--- src/rtl/adc_init_pkg.sv ---
package adc_init_pkg;

    typedef enum logic [2:0] {
        S_IDLE,
        S_WR_GO,
        S_WR_WAIT,
        S_RD_GO,
        S_RD_WAIT,
        S_CHECK,
        S_ADV,
        S_FIN
    } seq_state_t;

    localparam int FRAME_BITS = 16;
    localparam int STEP_W     = 3;

    localparam logic [STEP_W-1:0] STEP_SRST = 3'd0;
    localparam logic [STEP_W-1:0] STEP_FMT  = 3'd1;
    localparam logic [STEP_W-1:0] STEP_LANE = 3'd2;
    localparam logic [STEP_W-1:0] STEP_PHI  = 3'd3;
    localparam logic [STEP_W-1:0] STEP_PLO  = 3'd4;

    localparam logic [6:0] ADR_SRST = 7'h00;
    localparam logic [6:0] ADR_FMT  = 7'h01;
    localparam logic [6:0] ADR_LANE = 7'h02;
    localparam logic [6:0] ADR_PHI  = 7'h03;
    localparam logic [6:0] ADR_PLO  = 7'h04;

    localparam logic [7:0] VAL_SRST     = 8'h80;
    localparam logic [7:0] VAL_TWOS     = 8'h20;
    localparam logic [7:0] VAL_LANE_TST = 8'h15;
    localparam logic [7:0] VAL_LANE_RUN = 8'h11;

endpackage

--- src/rtl/adc_step_table.sv ---
module adc_step_table
    import adc_init_pkg::*;
(
    input  logic [STEP_W-1:0] step_i,
    input  logic [15:0]       pattern_i,
    input  logic              test_en_i,
    output logic [6:0]        addr_o,
    output logic [7:0]        data_o,
    output logic              verify_o
);

    always_comb begin
        addr_o   = ADR_SRST;
        data_o   = VAL_SRST;
        verify_o = 1'b1;
        unique case (step_i)
            STEP_SRST: begin
                addr_o   = ADR_SRST;
                data_o   = VAL_SRST;
                verify_o = 1'b0;
            end
            STEP_FMT: begin
                addr_o = ADR_FMT;
                data_o = VAL_TWOS;
            end
            STEP_LANE: begin
                addr_o = ADR_LANE;
                data_o = test_en_i ? VAL_LANE_TST : VAL_LANE_RUN;
            end
            STEP_PHI: begin
                addr_o = ADR_PHI;
                data_o = pattern_i[15:8];
            end
            STEP_PLO: begin
                addr_o = ADR_PLO;
                data_o = pattern_i[7:0];
            end
            default: begin
                addr_o   = ADR_SRST;
                data_o   = VAL_SRST;
                verify_o = 1'b0;
            end
        endcase
    end

endmodule

--- src/rtl/adc_spi_frame.sv ---
module adc_spi_frame #(
    parameter int HALF_DIV = 5,
    parameter int BITS     = 16
) (
    input  logic            clk,
    input  logic            rst_n,
    input  logic            go_i,
    input  logic [BITS-1:0] word_i,
    input  logic            miso_i,
    output logic            busy_o,
    output logic            done_o,
    output logic [7:0]      rx_o,
    output logic            sclk_o,
    output logic            mosi_o,
    output logic            cs_n_o
);

    localparam int LAST_HALF = 2 * BITS;
    localparam int END_HALF  = LAST_HALF + 2;
    localparam int HC_W      = $clog2(END_HALF + 1);
    localparam int DC_W      = $clog2(HALF_DIV + 1);
    localparam logic [HC_W-1:0] HC_LAST = HC_W'(LAST_HALF);
    localparam logic [HC_W-1:0] HC_END  = HC_W'(END_HALF);
    localparam logic [DC_W-1:0] DC_TOP  = DC_W'(HALF_DIV - 1);

    logic            active;
    logic [HC_W-1:0] hcnt;
    logic [DC_W-1:0] dcnt;
    logic [BITS-1:0] tx;

    always_ff @(posedge clk or negedge rst_n) begin
        if (!rst_n) begin
            active <= 1'b0;
            hcnt   <= '0;
            dcnt   <= '0;
            tx     <= '0;
            rx_o   <= '0;
            sclk_o <= 1'b0;
            cs_n_o <= 1'b1;
            done_o <= 1'b0;
        end else begin
            done_o <= 1'b0;
            if (!active) begin
                if (go_i) begin
                    active <= 1'b1;
                    cs_n_o <= 1'b0;
                    tx     <= word_i;
                    hcnt   <= '0;
                    dcnt   <= '0;
                end
            end else if (dcnt == DC_TOP) begin
                dcnt <= '0;
                hcnt <= hcnt + 1'b1;
                if (hcnt < HC_LAST) begin
                    if (!hcnt[0]) begin
                        sclk_o <= 1'b1;
                        rx_o   <= {rx_o[6:0], miso_i};
                    end else begin
                        sclk_o <= 1'b0;
                        tx     <= {tx[BITS-2:0], 1'b0};
                    end
                end else if (hcnt == HC_LAST) begin
                    cs_n_o <= 1'b1;
                end else if (hcnt == HC_END) begin
                    active <= 1'b0;
                    done_o <= 1'b1;
                end
            end else begin
                dcnt <= dcnt + 1'b1;
            end
        end
    end

    assign mosi_o = tx[BITS-1];
    assign busy_o = active;


    idle_clk_low_chk: assert property (@(posedge clk) disable iff (!rst_n)
        cs_n_o |-> !sclk_o);


    mosi_hold_chk: assert property (@(posedge clk) disable iff (!rst_n)
        (sclk_o && $past(sclk_o)) |-> $stable(mosi_o));


    go_when_idle_chk: assert property (@(posedge clk) disable iff (!rst_n)
        go_i |-> !active);

endmodule

--- src/rtl/adc_init_seq.sv ---
module adc_init_seq
    import adc_init_pkg::*;
#(
    parameter int SYS_CLK_HZ = 125_000_000,
    parameter int SCLK_HZ    = 12_500_000
) (
    input  logic        clk,
    input  logic        rst_n,
    input  logic        start_i,
    input  logic        rewrite_i,
    input  logic [15:0] pattern_i,
    input  logic        test_en_i,
    input  logic        miso_i,
    output logic        sclk_o,
    output logic        mosi_o,
    output logic        cs_n_o,
    output logic        busy_o,
    output logic        done_o,
    output logic        err_o
);

    localparam int RAW_DIV  = SYS_CLK_HZ / (2 * SCLK_HZ);
    localparam int HALF_DIV = (RAW_DIV < 1) ? 1 : RAW_DIV;

    seq_state_t st, nxt;

    logic [STEP_W-1:0]     step, last_step;
    logic [15:0]           pat_q;
    logic                  te_q;
    logic [6:0]            cur_addr;
    logic [7:0]            cur_data;
    logic                  cur_verify;
    logic                  eng_go, eng_busy, eng_done;
    logic [FRAME_BITS-1:0] eng_word;
    logic [7:0]            eng_rx;

    adc_step_table u_table (
        .step_i    (step),
        .pattern_i (pat_q),
        .test_en_i (te_q),
        .addr_o    (cur_addr),
        .data_o    (cur_data),
        .verify_o  (cur_verify)
    );

    adc_spi_frame #(
        .HALF_DIV (HALF_DIV),
        .BITS     (FRAME_BITS)
    ) u_frame (
        .clk    (clk),
        .rst_n  (rst_n),
        .go_i   (eng_go),
        .word_i (eng_word),
        .miso_i (miso_i),
        .busy_o (eng_busy),
        .done_o (eng_done),
        .rx_o   (eng_rx),
        .sclk_o (sclk_o),
        .mosi_o (mosi_o),
        .cs_n_o (cs_n_o)
    );

    always_ff @(posedge clk or negedge rst_n) begin
        if (!rst_n) st <= S_IDLE;
        else        st <= nxt;
    end

    always_comb begin
        nxt = st;
        unique case (st)
            S_IDLE:    if (start_i || rewrite_i) nxt = S_WR_GO;
            S_WR_GO:   nxt = S_WR_WAIT;
            S_WR_WAIT: if (eng_done) nxt = cur_verify ? S_RD_GO : S_ADV;
            S_RD_GO:   nxt = S_RD_WAIT;
            S_RD_WAIT: if (eng_done) nxt = S_CHECK;
            S_CHECK:   nxt = S_ADV;
            S_ADV:     nxt = (step == last_step) ? S_FIN : S_WR_GO;
            S_FIN:     nxt = S_IDLE;
            default:   nxt = S_IDLE;
        endcase
    end

    always_ff @(posedge clk or negedge rst_n) begin
        if (!rst_n) begin
            step      <= STEP_SRST;
            last_step <= STEP_PLO;
            pat_q     <= '0;
            te_q      <= 1'b1;
            err_o     <= 1'b0;
        end else begin
            if (st == S_IDLE) begin
                if (start_i) begin
                    step      <= STEP_SRST;
                    last_step <= STEP_PLO;
                    pat_q     <= pattern_i;
                    te_q      <= 1'b1;
                    err_o     <= 1'b0;
                end else if (rewrite_i) begin
                    step      <= STEP_LANE;
                    last_step <= STEP_LANE;
                    te_q      <= test_en_i;
                    err_o     <= 1'b0;
                end
            end
            if (st == S_CHECK && eng_rx != cur_data) err_o <= 1'b1;
            if (st == S_ADV && step != last_step) step <= step + 1'b1;
        end
    end

    always_comb begin
        eng_go   = 1'b0;
        eng_word = '0;
        busy_o   = (st != S_IDLE);
        done_o   = (st == S_FIN);
        unique case (st)
            S_WR_GO: begin
                eng_go   = 1'b1;
                eng_word = {1'b0, cur_addr, cur_data};
            end
            S_RD_GO: begin
                eng_go   = 1'b1;
                eng_word = {1'b1, cur_addr, 8'h00};
            end
            default: begin
                eng_go   = 1'b0;
                eng_word = '0;
            end
        endcase
    end


    done_single_chk: assert property (@(posedge clk) disable iff (!rst_n)
        done_o |=> !done_o);


    done_busy_chk: assert property (@(posedge clk) disable iff (!rst_n)
        done_o |-> busy_o);


    busy_cause_chk: assert property (@(posedge clk) disable iff (!rst_n)
        $rose(busy_o) |-> $past(start_i || rewrite_i));


    err_sticky_chk: assert property (@(posedge clk) disable iff (!rst_n)
        (err_o && busy_o) |=> err_o);


    frame_in_busy_chk: assert property (@(posedge clk) disable iff (!rst_n)
        eng_busy |-> busy_o);

endmodule

--- config.mk ---
export PLATFORM = sky130hd
export DESIGN_NAME = adc_init_seq
export DESIGN_NICKNAME = d
export VERILOG_FILES = /design/src/rtl/adc_init_pkg.sv /design/src/rtl/adc_step_table.sv /design/src/rtl/adc_spi_frame.sv /design/src/rtl/adc_init_seq.sv
export SDC_FILE = /design/constraint.sdc
export NUM_CORES = 1
export LEC_CHECK = 0
export ABC_AREA = 1
export BUFFER_PORTS_ARGS = -buffer_cell sky130_fd_sc_hd__buf_4
export CORE_UTILIZATION = 24
export CTS_CLUSTER_DIAMETER = 80
export DETAILED_ROUTE_END_ITERATION = 6
export HOLD_SLACK_MARGIN = 0.1
export PLACE_DENSITY_LB_ADDON = 0.25
export SLEW_MARGIN = 40
export SYNTH_ARGS = -nofsm -noshare
export SYNTH_HDL_FRONTEND = slang
export SYNTH_SLANG_ARGS = --single-unit
--- constraint.sdc ---
create_clock -name clk -period 3.8 [get_ports clk]
set_input_delay 0.19 -clock clk [delete_from_list [all_inputs] [get_ports clk]]
set_output_delay 0.19 -clock clk [all_outputs]
set_load 0.01 [all_outputs]
==> metrics.cfg, run 1 <==
[hold_path]
min_path_type = primary input to register
hold_depth = 3
min_from = miso_i

[setup_path]
critPathKind = register to register
start_kind = register
cpMaxStageDelayCell = dfrtp_1
cp.depth = 10
cp.arrival_ns = 2.40
reg2reg_from = step[2]
crit_family = flip-flops
crit_start = step[2]
crit_fanout = 12
crit_buf_inv = 1
cpPeakStageDelay_ns = 0.64
path_cells = inv_1 > ha_1 > a21oi_1 > nand2_1 > nand3_1 > nand3_1 > nor2_1 > nand2_1 > nand2_1 > nand2_1
critPathRequiredTime_ns = 4.01
cpMostUsedCell = nand2_1
rr_worst_depth = 10
endpoint_kind = register

[layout]
drive_gt1_share_pct = 20.3
layout.cells.non_filler = 579
fillCellCount = 1382
area_growth_pct = 24.6
seq_area_mm2 = 0.00158
nets = 432
final_common_cell = nand2_1
antennaDiodeCount = 0
multi_input_area_mm2 = 0.00142
design_area_mm2 = 0.00403
layout_common_cells = nand2_1, dfrtp_1, inv_1, nand3_1, nor2_1

[clocking]
clk_path_buf_depth = 2
cts.clk_slew.worst_paths_ns = 0.05
root_buffer = clkbuf_16
tritoncts = built
numCtsBuffers = 9
cts_sinks = 63
ctsHtreeMaxLevel = 3
cts_resized = 0
clock_latency_ns = 0.32

[place]
dp_hpwl_um = 4950
dpl.cell_count = 547
port_buffers = 27
finalWeightedCongestion = 0.793
place_area_mm2 = 0.00359

[routing]
drc = 0
vias = 2478
viasPerCell = 4.28
drt_iter0_drc = 176
antenna_violating_nets_post_route = 0
post_drt_wl_per_cell_um = 12.1
drt-pass1-iter-count = 4
routed_wl_um = 7000

[synth]
yosysSeqAreaShare_pct = 48.8
synth_top_family_by_area = simple AND/OR/NAND/NOR gates
synthSimpleGateAreaFrac_pct = 19.8
synth_xor_area_share_pct = 0.541
synth-compound-area-share_pct = 13.1
synthFlopType = dfrtp_1
yosysUniqueCellTypes = 39
postSynthCellCount = 353
synth_area_per_cell_um2 = 9.17
yosysWarnings = 0
ys_ff_latch = 63
synth_edf_count = 0
yosys.area_share.adder_pct = 3.87
synth_mux_area_share_pct = 6.61
syn_area_mm2 = 0.00324
syn-num-nets = 385
ys_async_sr_fraction_pct = 100

[timing]
tightestPinTransition_ns = 0.623
slew_violations = 0
period_minus_slack_ns = 2.18
finalHoldViolCount = 0
min_period_over_period_pct = 57.5
holdWs_ns = 0.159
rsz0062_at_grt = false
clock_skew_ns = 0.00634
final.setup.tns_ns = 0
slew_headroom_pct = 58.3
setup_viol = 0
fmax_mhz = 458

[grt]
grt_pass1_wl_um = 12200
antenna_found_initial = 0
grt_max_degree = 64
grt_use_total_pct = 11.0
grt_pass1_vias = 2484
grt_overflow = 0

[power]
leakagePower_nw = 1.87
p_switching_mw = 1.15
swShare_pct = 37.6
powerDensity_mw_per_mm2 = 760
power_frac_comb_pct = 37.7
vdd_ir_drop_max_mv = 0.245
p_int_mw = 1.91
power_frac_clock_pct = 23.1
power_frac_seq_pct = 39.2

[die]
dieWidth_um = 118
core_area_mm2 = 0.0132
io_pins = 28
die_h_um = 118
start_util_pct = 24.5
row_count = 42
die_area_mm2 = 0.0140

[flow_run]
maxCapViolCount = 0

[outcome]
status = finished clean

power groups by stage:
stage / logic [mW] / clock network, mW / registers [mW]
after global routing: 1.34 / 0.757 / 1.24
after global placement: 1.14 / 0 / 1.20
after detailed placement: 1.16 / 0 / 1.21
after floorplan: 0.910 / 0 / 1.14
after CTS: 1.18 / 0.735 / 1.20
final: 1.16 / 0.708 / 1.20
routing by layer:
| layer | vias up | share of wire, % | track usage (%) | wire, µm |
|---|---|---|---|---|
| met5 | - | 0 | 0 | 0 |
| met4 | 0 | 0.84 | 3.37 | 59 |
| met3 | 4 | 3.4 | 3.39 | 241 |
| met2 | 40 | 46 | 16.4 | 3190 |
| met1 | 1166 | 50 | 15.2 | 3500 |
| li1 | 1268 | - | - | - |
path summary, 6_finish.rpt:
check	endpoint	slack, ns
setup / recovery	err_o	1.62
hold / removal	u_frame.rx_o[0]	0.16
setup reg to reg	err_o	1.62
hold reg to reg	u_frame.cs_n_o	0.47
max in group asynchronous	pat_q[3]	2.97
min in group asynchronous	u_frame.hcnt[0]	0.42
what timing repair did:
item / in CTS / in global routing
endpoints found under the hold margin: 77 / 0
buffers inserted: 0 / 0
hold buffers: 18 / 0
cell families (layout without fill, tap and decap cells):
group | Yosys count | count (layout)
fa+ha+maj | 10 | 10
flops | 63 | 63
compound gates | 65 | 65
mux | 16 | 16
simple gates | 145 | 145
buf+inv | 52 | 102
xor+xnor | 2 | 2
tightest hold or removal path: stages:
cell,delay (ns)
buf_4,0.09
nor2_1,0.04
a21oi_1,0.12
cell type report:
cell class	count	area share, %
clock buffer	10	5.68
clock inverter	4	0.621
inverter	42	3.91
multi-input combinational	238	35.3
sequential	63	39.2
tap	176	5.46
timing repair buffer	46	9.78
cell usage after synthesis, types with 2 or more instances:
cell type  count  area (µm²)
nand2_1       67         251
dfstp_2        3        78.8
a21oi_1        9        45.0
a22oi_1        8        60.1
dfrtp_1       60        1500
inv_2          2        7.51
nor2_1        29         109
buf_2          3        15.0
nor3_1         3        15.0
mux2_4         9         135
a21oi_2       10        87.6
nand2_2        2        12.5
nor3_2         2        20.0
buf_6          3        33.8
nand3_1       31         155
o21ai_0       27         135
clkbuf_1       3        11.3
mux2_2         7        78.8
nand4_1        7        43.8
ha_1          10         125
inv_1         40         150
metrics by stage:
step	setup slack (ns)	power [mW]	utilization, %
final	1.62	3.06	30.6
after global routing	1.33	3.34	30.6
after detailed placement	1.61	2.37	27.2
after global placement	1.57	2.34	27.2
after CTS	1.59	3.11	30.5
after floorplan	2.11	2.05	-
registers in the layout, summed over array words and instances (netlist names):
register,count
pat_q,16
u_frame.tx,16
u_frame.rx_o,8
u_frame.hcnt,6
st,3
step,3
u_frame.dcnt,3
last_step,2
err_o,1
te_q,1
u_frame.busy_o,1
u_frame.cs_n_o,1
u_frame.done_o,1
u_frame.sclk_o,1
Note: power is estimated with default switching activity, not from simulation.
==> inputs of run 2 (changes only) <==
- ABC_AREA: 1 -> 0
- clock period: 3.8 -> 2.2 ns (I/O delays scaled with it)
==> run 2 against run 1 <==
Effect of this change: sequential share of layout area down 0.22 points; largest cell class unchanged; count of clock-buffer cells in the layout increased by 2; via count decreased by 4.5%; maximum frequency up 5.9%; register-to-register slack worse by 1.5 ns; clock skew is 0.0033 ns higher; die area fell by 4.5%; critical path depth is 3 lower; first-iteration DRC count shrank 47%; non-clock buffer count up 15; critical endpoint unchanged; final cell count fell by 8.6%; utilization is 1.7 points higher.
==> metrics.cfg, run 2 <==
[setup_path]
start_kind = register
reg2reg_from = step[1]
path_cells = inv_1 > ha_1 > and2_1 > a22o_1 > or3_1 > a32oi_1 > a21bo_1
crit_start = step[1]
cp.arrival_ns = 2.28
critPathKind = register to register
crit_buf_inv = 1
crit_fanout = 8
crit_family = compound AO/OA/AOI/OAI gates
critPathRequiredTime_ns = 2.42
cpMaxStageDelayCell = dfrtp_1
endpoint_kind = register
cpPeakStageDelay_ns = 0.42

[timing]
tightestPinTransition_ns = 0.583
holdWs_ns = 0.232
clock_skew_ns = 0.00961
rsz0062_at_grt = false
finalHoldViolCount = 0
slew_headroom_pct = 61.1
fmax_mhz = 485
slew_violations = 0
setup_viol = 0
final.setup.tns_ns = 0
min_period_over_period_pct = 93.7
period_minus_slack_ns = 2.06

[grt]
grt_use_total_pct = 11.7
grt_max_degree = 64
grt_pass1_wl_um = 11700
grt_pass1_vias = 2297
antenna_found_initial = 0
grt_overflow = 0

[hold_path]
min_path_type = primary input to register
min_from = rewrite_i

[layout]
nets = 384
layout_common_cells = dfrtp_1, buf_4, nand2_1, mux2_2, nor2_1
largestRegisters = pat_q (16), u_frame.tx (16), u_frame.rx_o (8)
final_common_cell = dfrtp_1
antennaDiodeCount = 0
drive_gt1_share_pct = 25.2
area_growth_pct = 31.2

[clocking]
root_buffer = clkbuf_16
tritoncts = built
ctsHtreeMaxLevel = 3
numCtsBuffers = 9
cts_sinks = 63
clk_path_buf_depth = 2
clock_latency_ns = 0.33
cts.clk_slew.worst_paths_ns = 0.06

[synth]
synthFlopType = dfrtp_1
yosysWarnings = 0
yosysMostFrequentCell = dfrtp_1
postSynthCellCount = 295
synth_commonest_cells = dfrtp_1, nand2_1, mux2_2
syn-num-nets = 327
synth_edf_count = 0
yosys.area.top_type = dfrtp_1
yosysTopAreaCellShare_pct = 48.6
synthTopCellsByArea = dfrtp_1, mux2_2, ha_1
syn_area_mm2 = 0.00309
yosysUniqueCellTypes = 45
yosysSeqAreaShare_pct = 51.2
ys_ff_latch = 63
synth_area_per_cell_um2 = 10.5
ys_async_sr_fraction_pct = 100

[routing]
post_drt_wl_per_cell_um = 13.1
viasPerCell = 4.47
vias = 2366
routed_wl_um = 6930
drt-pass1-iter-count = 6
antenna_violating_nets_post_route = 0
drt_iter0_drc = 93
drc = 0

[die]
io_pins = 28
die_area_mm2 = 0.0133
row_count = 41
start_util_pct = 24.6
die_h_um = 115
dieWidth_um = 115
core_area_mm2 = 0.0126

[power]
leakagePower_nw = 1.83
powerDensity_mw_per_mm2 = 668
vdd_ir_drop_max_mv = 0.407

[place]
port_buffers = 27
dp_hpwl_um = 4830
finalWeightedCongestion = 0.766

[flow_run]
maxCapViolCount = 0

[outcome]
status = finished clean

-- run 2: per-layer routing --
layer	vias to the layer above	wire (µm)	GRT usage, %
li1	1159	-	-
met4	0	118	5.11
met5	-	0	0
met3	13	267	3.92
met2	45	3050	17.4
met1	1149	3490	15.5
-- run 2: cell families after synthesis --
group / share of synthesized area (%)
xor gates and xnor gates: 3.12
DFF: 51.2
and+or+nand+nor: 17.5
AOI/OAI and AO/OA: 11.2
muxes: 9.12
adders and majority gates: 4.05
buffers and inverters: 3.85
-- run 2: timing repair --
action | 4_1_cts | 5_1_grt
endpoints found under the hold margin | 79 | 0
buffers inserted | 0 | 2
resized for setup | 0 | 3
endpoints found under the setup margin | 0 | 1
hold buffers | 20 | 0
-- run 2: final cells by class --
cell class              instances  area [µm²]
clock inverters                 4        45.0
fillers                      1310        8520
clock buffers                  12         246
repair buffers                 61         524
flip-flops and latches         63        1580
multi-input cells             207        1400
inverters                      10        37.5
well taps                     172         215
-- run 2: worst paths after layout --
check / endpoint / slack (ns) / depth (start not counted)
max: err_o / 0.14 / 7
max reg2reg: err_o / 0.14 / 7
min: st[0] / 0.23 / 5
max in group asynchronous: pat_q[11] / 1.45 / 2
min in group asynchronous: st[1] / 0.34 / 2
min reg2reg: u_frame.tx[12] / 0.47 / 2
-- run 2: tightest hold or removal path: cells and delay by family --
family | cells | cell delay (ns)
buf+inv | 1 | 0.08
simple gates | 2 | 0.16
compound gates | 2 | 0.17
-- run 2: through the flow --
step / power [mW] / util (%) / instances / setup WS (ns) / instance area, µm²
6_report: 2.71 / 32.2 / 529 / 0.138 / 4050
5_1_grt: 2.82 / 32.2 / 529 / 0.0245 / 4050
4_1_cts: 2.76 / 32.0 / 527 / 0.0908 / 4020
3_5_place_dp: 1.31 / 28.1 / 491 / 0.112 / 3530
3_3_place_gp: 1.31 / 28.1 / 491 / 0.197 / 3530
2_1_floorplan: 1.24 / - / 295 / 0.214 / 3090
-- run 2: power by group --
group	total [mW]	switching, mW	internal (mW)	leakage (nW)
Sequential	1.20	0.0184	1.19	0.789
Combinational	0.111	0.0428	0.0678	0.894
Clock	1.39	0.491	0.901	0.146
==> inputs of run 3 (changes only) <==
- SETUP_SLACK_MARGIN: unset -> 0.5
==> run 3 against run 2 <==
Effect of this change: worst hold slack gained 0.046 ns; combinational power grew 9%; global-route usage grew 1.1 points; largest cell class is now multi-input gates; critical path depth shrank 1; wire length grew 13%; setup slack gained 0.12 ns; highest routed layer unchanged; critical path type unchanged; sequential share of layout area shrank 5.0 points; non-clock buffer count grew 29.
==> metrics.cfg, run 3 (same netlist as run 2, synthesis figures left out) <==
[grt]
antenna_found_initial = 0
grt_max_degree = 64
grt_overflow = 0
grt_use_total_pct = 12.8
grt_pass1_vias = 2483
grt_pass1_wl_um = 12800

[layout]
nets = 413
fillCellCount = 1263
largestRegisters = pat_q (16), u_frame.tx (16), u_frame.rx_o (8)
layout_common_cells = dfrtp_1, buf_4, nand2_1, nor2_1, mux2_4
area_growth_pct = 51.0
multi_input_area_mm2 = 0.00164
seq_area_mm2 = 0.00158
antennaDiodeCount = 0
drive_gt1_share_pct = 37.6
final_common_cell = dfrtp_1

[routing]
drt-pass1-iter-count = 4
antenna_violating_nets_post_route = 0
drt_iter0_drc = 130
viasPerCell = 4.46
vias = 2486
drc = 0
routed_wl_um = 7810
post_drt_wl_per_cell_um = 14.0

[setup_path]
reg2reg_to = err_o
crit_family = compound AO/OA/AOI/OAI gates
cp.arrival_ns = 2.16
cp.depth = 6
reg2reg_slack_ns = 0.26
cpPeakStageDelay_ns = 0.43
crit_buf_inv = 0
path_cells = ha_2 > ha_4 > a22o_1 > or3_1 > a32oi_1 > a21bo_1
critPathRequiredTime_ns = 2.42
critPathKind = register to register
cpMaxStageDelayCell = dfrtp_2
start_kind = register
rr_worst_depth = 6
endpoint_kind = register
reg2reg_from = step[0]
crit_fanout = 9

[die]
io_pins = 28
start_util_pct = 24.6
dieWidth_um = 115
die_h_um = 115
row_count = 41
core_area_mm2 = 0.0126
die_area_mm2 = 0.0133

[hold_path]
hold_depth = 5
min_from = rewrite_i
min_path_type = primary input to register
min_to = st[0]

[timing]
rsz0062_at_grt = true
slew_headroom_pct = 60.3
clock_skew_ns = 0.00576
setup_slack_ns = 0.259
tightestPinTransition_ns = 0.595
slew_violations = 0
period_minus_slack_ns = 1.94
fmax_mhz = 515
min_period_over_period_pct = 88.2
finalHoldViolCount = 0
setup_viol = 0
final.setup.tns_ns = 0

[place]
port_buffers = 27
dp_hpwl_um = 4750
place_ws_ns = 0.0950
finalWeightedCongestion = 0.765

[clocking]
numCtsBuffers = 9
cts_sinks = 63
ctsHtreeMaxLevel = 3
tritoncts = built
clock_latency_ns = 0.33
clk_path_buf_depth = 2
cts.clk_slew.worst_paths_ns = 0.06
root_buffer = clkbuf_16

[power]
powerDensity_mw_per_mm2 = 617
vdd_ir_drop_max_mv = 0.338
leakagePower_nw = 2.05

[flow_run]
maxCapViolCount = 0

[outcome]
status = finished clean

run 3: cell types whose count changed in the layout (fill, tap and decap cells not counted), sizes merged:
cell      previous run  this run
inv                 10        11
clkinv               3         1
buf                 41        69
clkbuf              12        11
clkinvlp             0         2
bufinv               1         2
run 3: metrics by stage:
stage	std cells	utilization (%)	hold slack (ns)	cell area, µm²	total power, mW
CTS	547	35.3	0.242	4440	2.92
global route	558	37.1	0.285	4660	2.98
detailed placement	491	28.4	0.259	3570	1.31
finish	558	37.1	0.277	4660	2.88
floorplan	295	-	-0.186	3170	1.25
global placement	491	28.4	0.260	3570	1.31
run 3: cell type report:
cell class / instances / share of cell area, %
well taps: 172 / 4.62
clock inverters: 6 / 1.99
flip-flops and latches: 63 / 34.0
inverters: 10 / 0.805
repair buffers: 90 / 18.4
multi-input cells: 207 / 35.1
clock buffers: 10 / 5.13
run 3: timing repair:
item,CTS,global route
setup buffers,17,10
gates resized for setup,36,31
endpoints found under the setup margin,37,43
hold buffers,20,0
pin swaps,7,14
endpoints found under the hold margin,79,0
gates cloned,3,1
run 3: report_power, final:
| part | internal (mW) | switching (mW) | total (mW) | leakage [nW] |
|---|---|---|---|---|
| sequential | 1.18 | 0.0174 | 1.20 | 0.786 |
| combinational | 0.0778 | 0.0436 | 0.121 | 1.11 |
| clock | 1.03 | 0.527 | 1.55 | 0.155 |
run 3: worst max path at each step:
stage,start,to,slack (ns)
final,step[0],err_o,0.26
after global routing,step[1],err_o,0.17
after CTS,step[0],err_o,0.25
after detailed placement,step[0],err_o,0.1
after global placement,step[0],err_o,0.11
after floorplan,step[2],err_o,0.38
run 3: tightest hold or removal path, cell delays in order:
cell and delay [ns]:
buf_4 0.08, nor2_1 0.04, nor3_1 0.14, a21oi_1 0.07, a21oi_2 0.13
run 3: metal layers:
metal  up-vias  routed length (µm)  share of wire [%]  GRT usage (%)
li1       1215                   -                  -              -
met1      1223                3660                 47           16.8
met2        36                3820                 49           20.0
met3        12                 214                2.7           3.29
met4         0                 110                1.4           5.19
met5         -                   0                  0              0
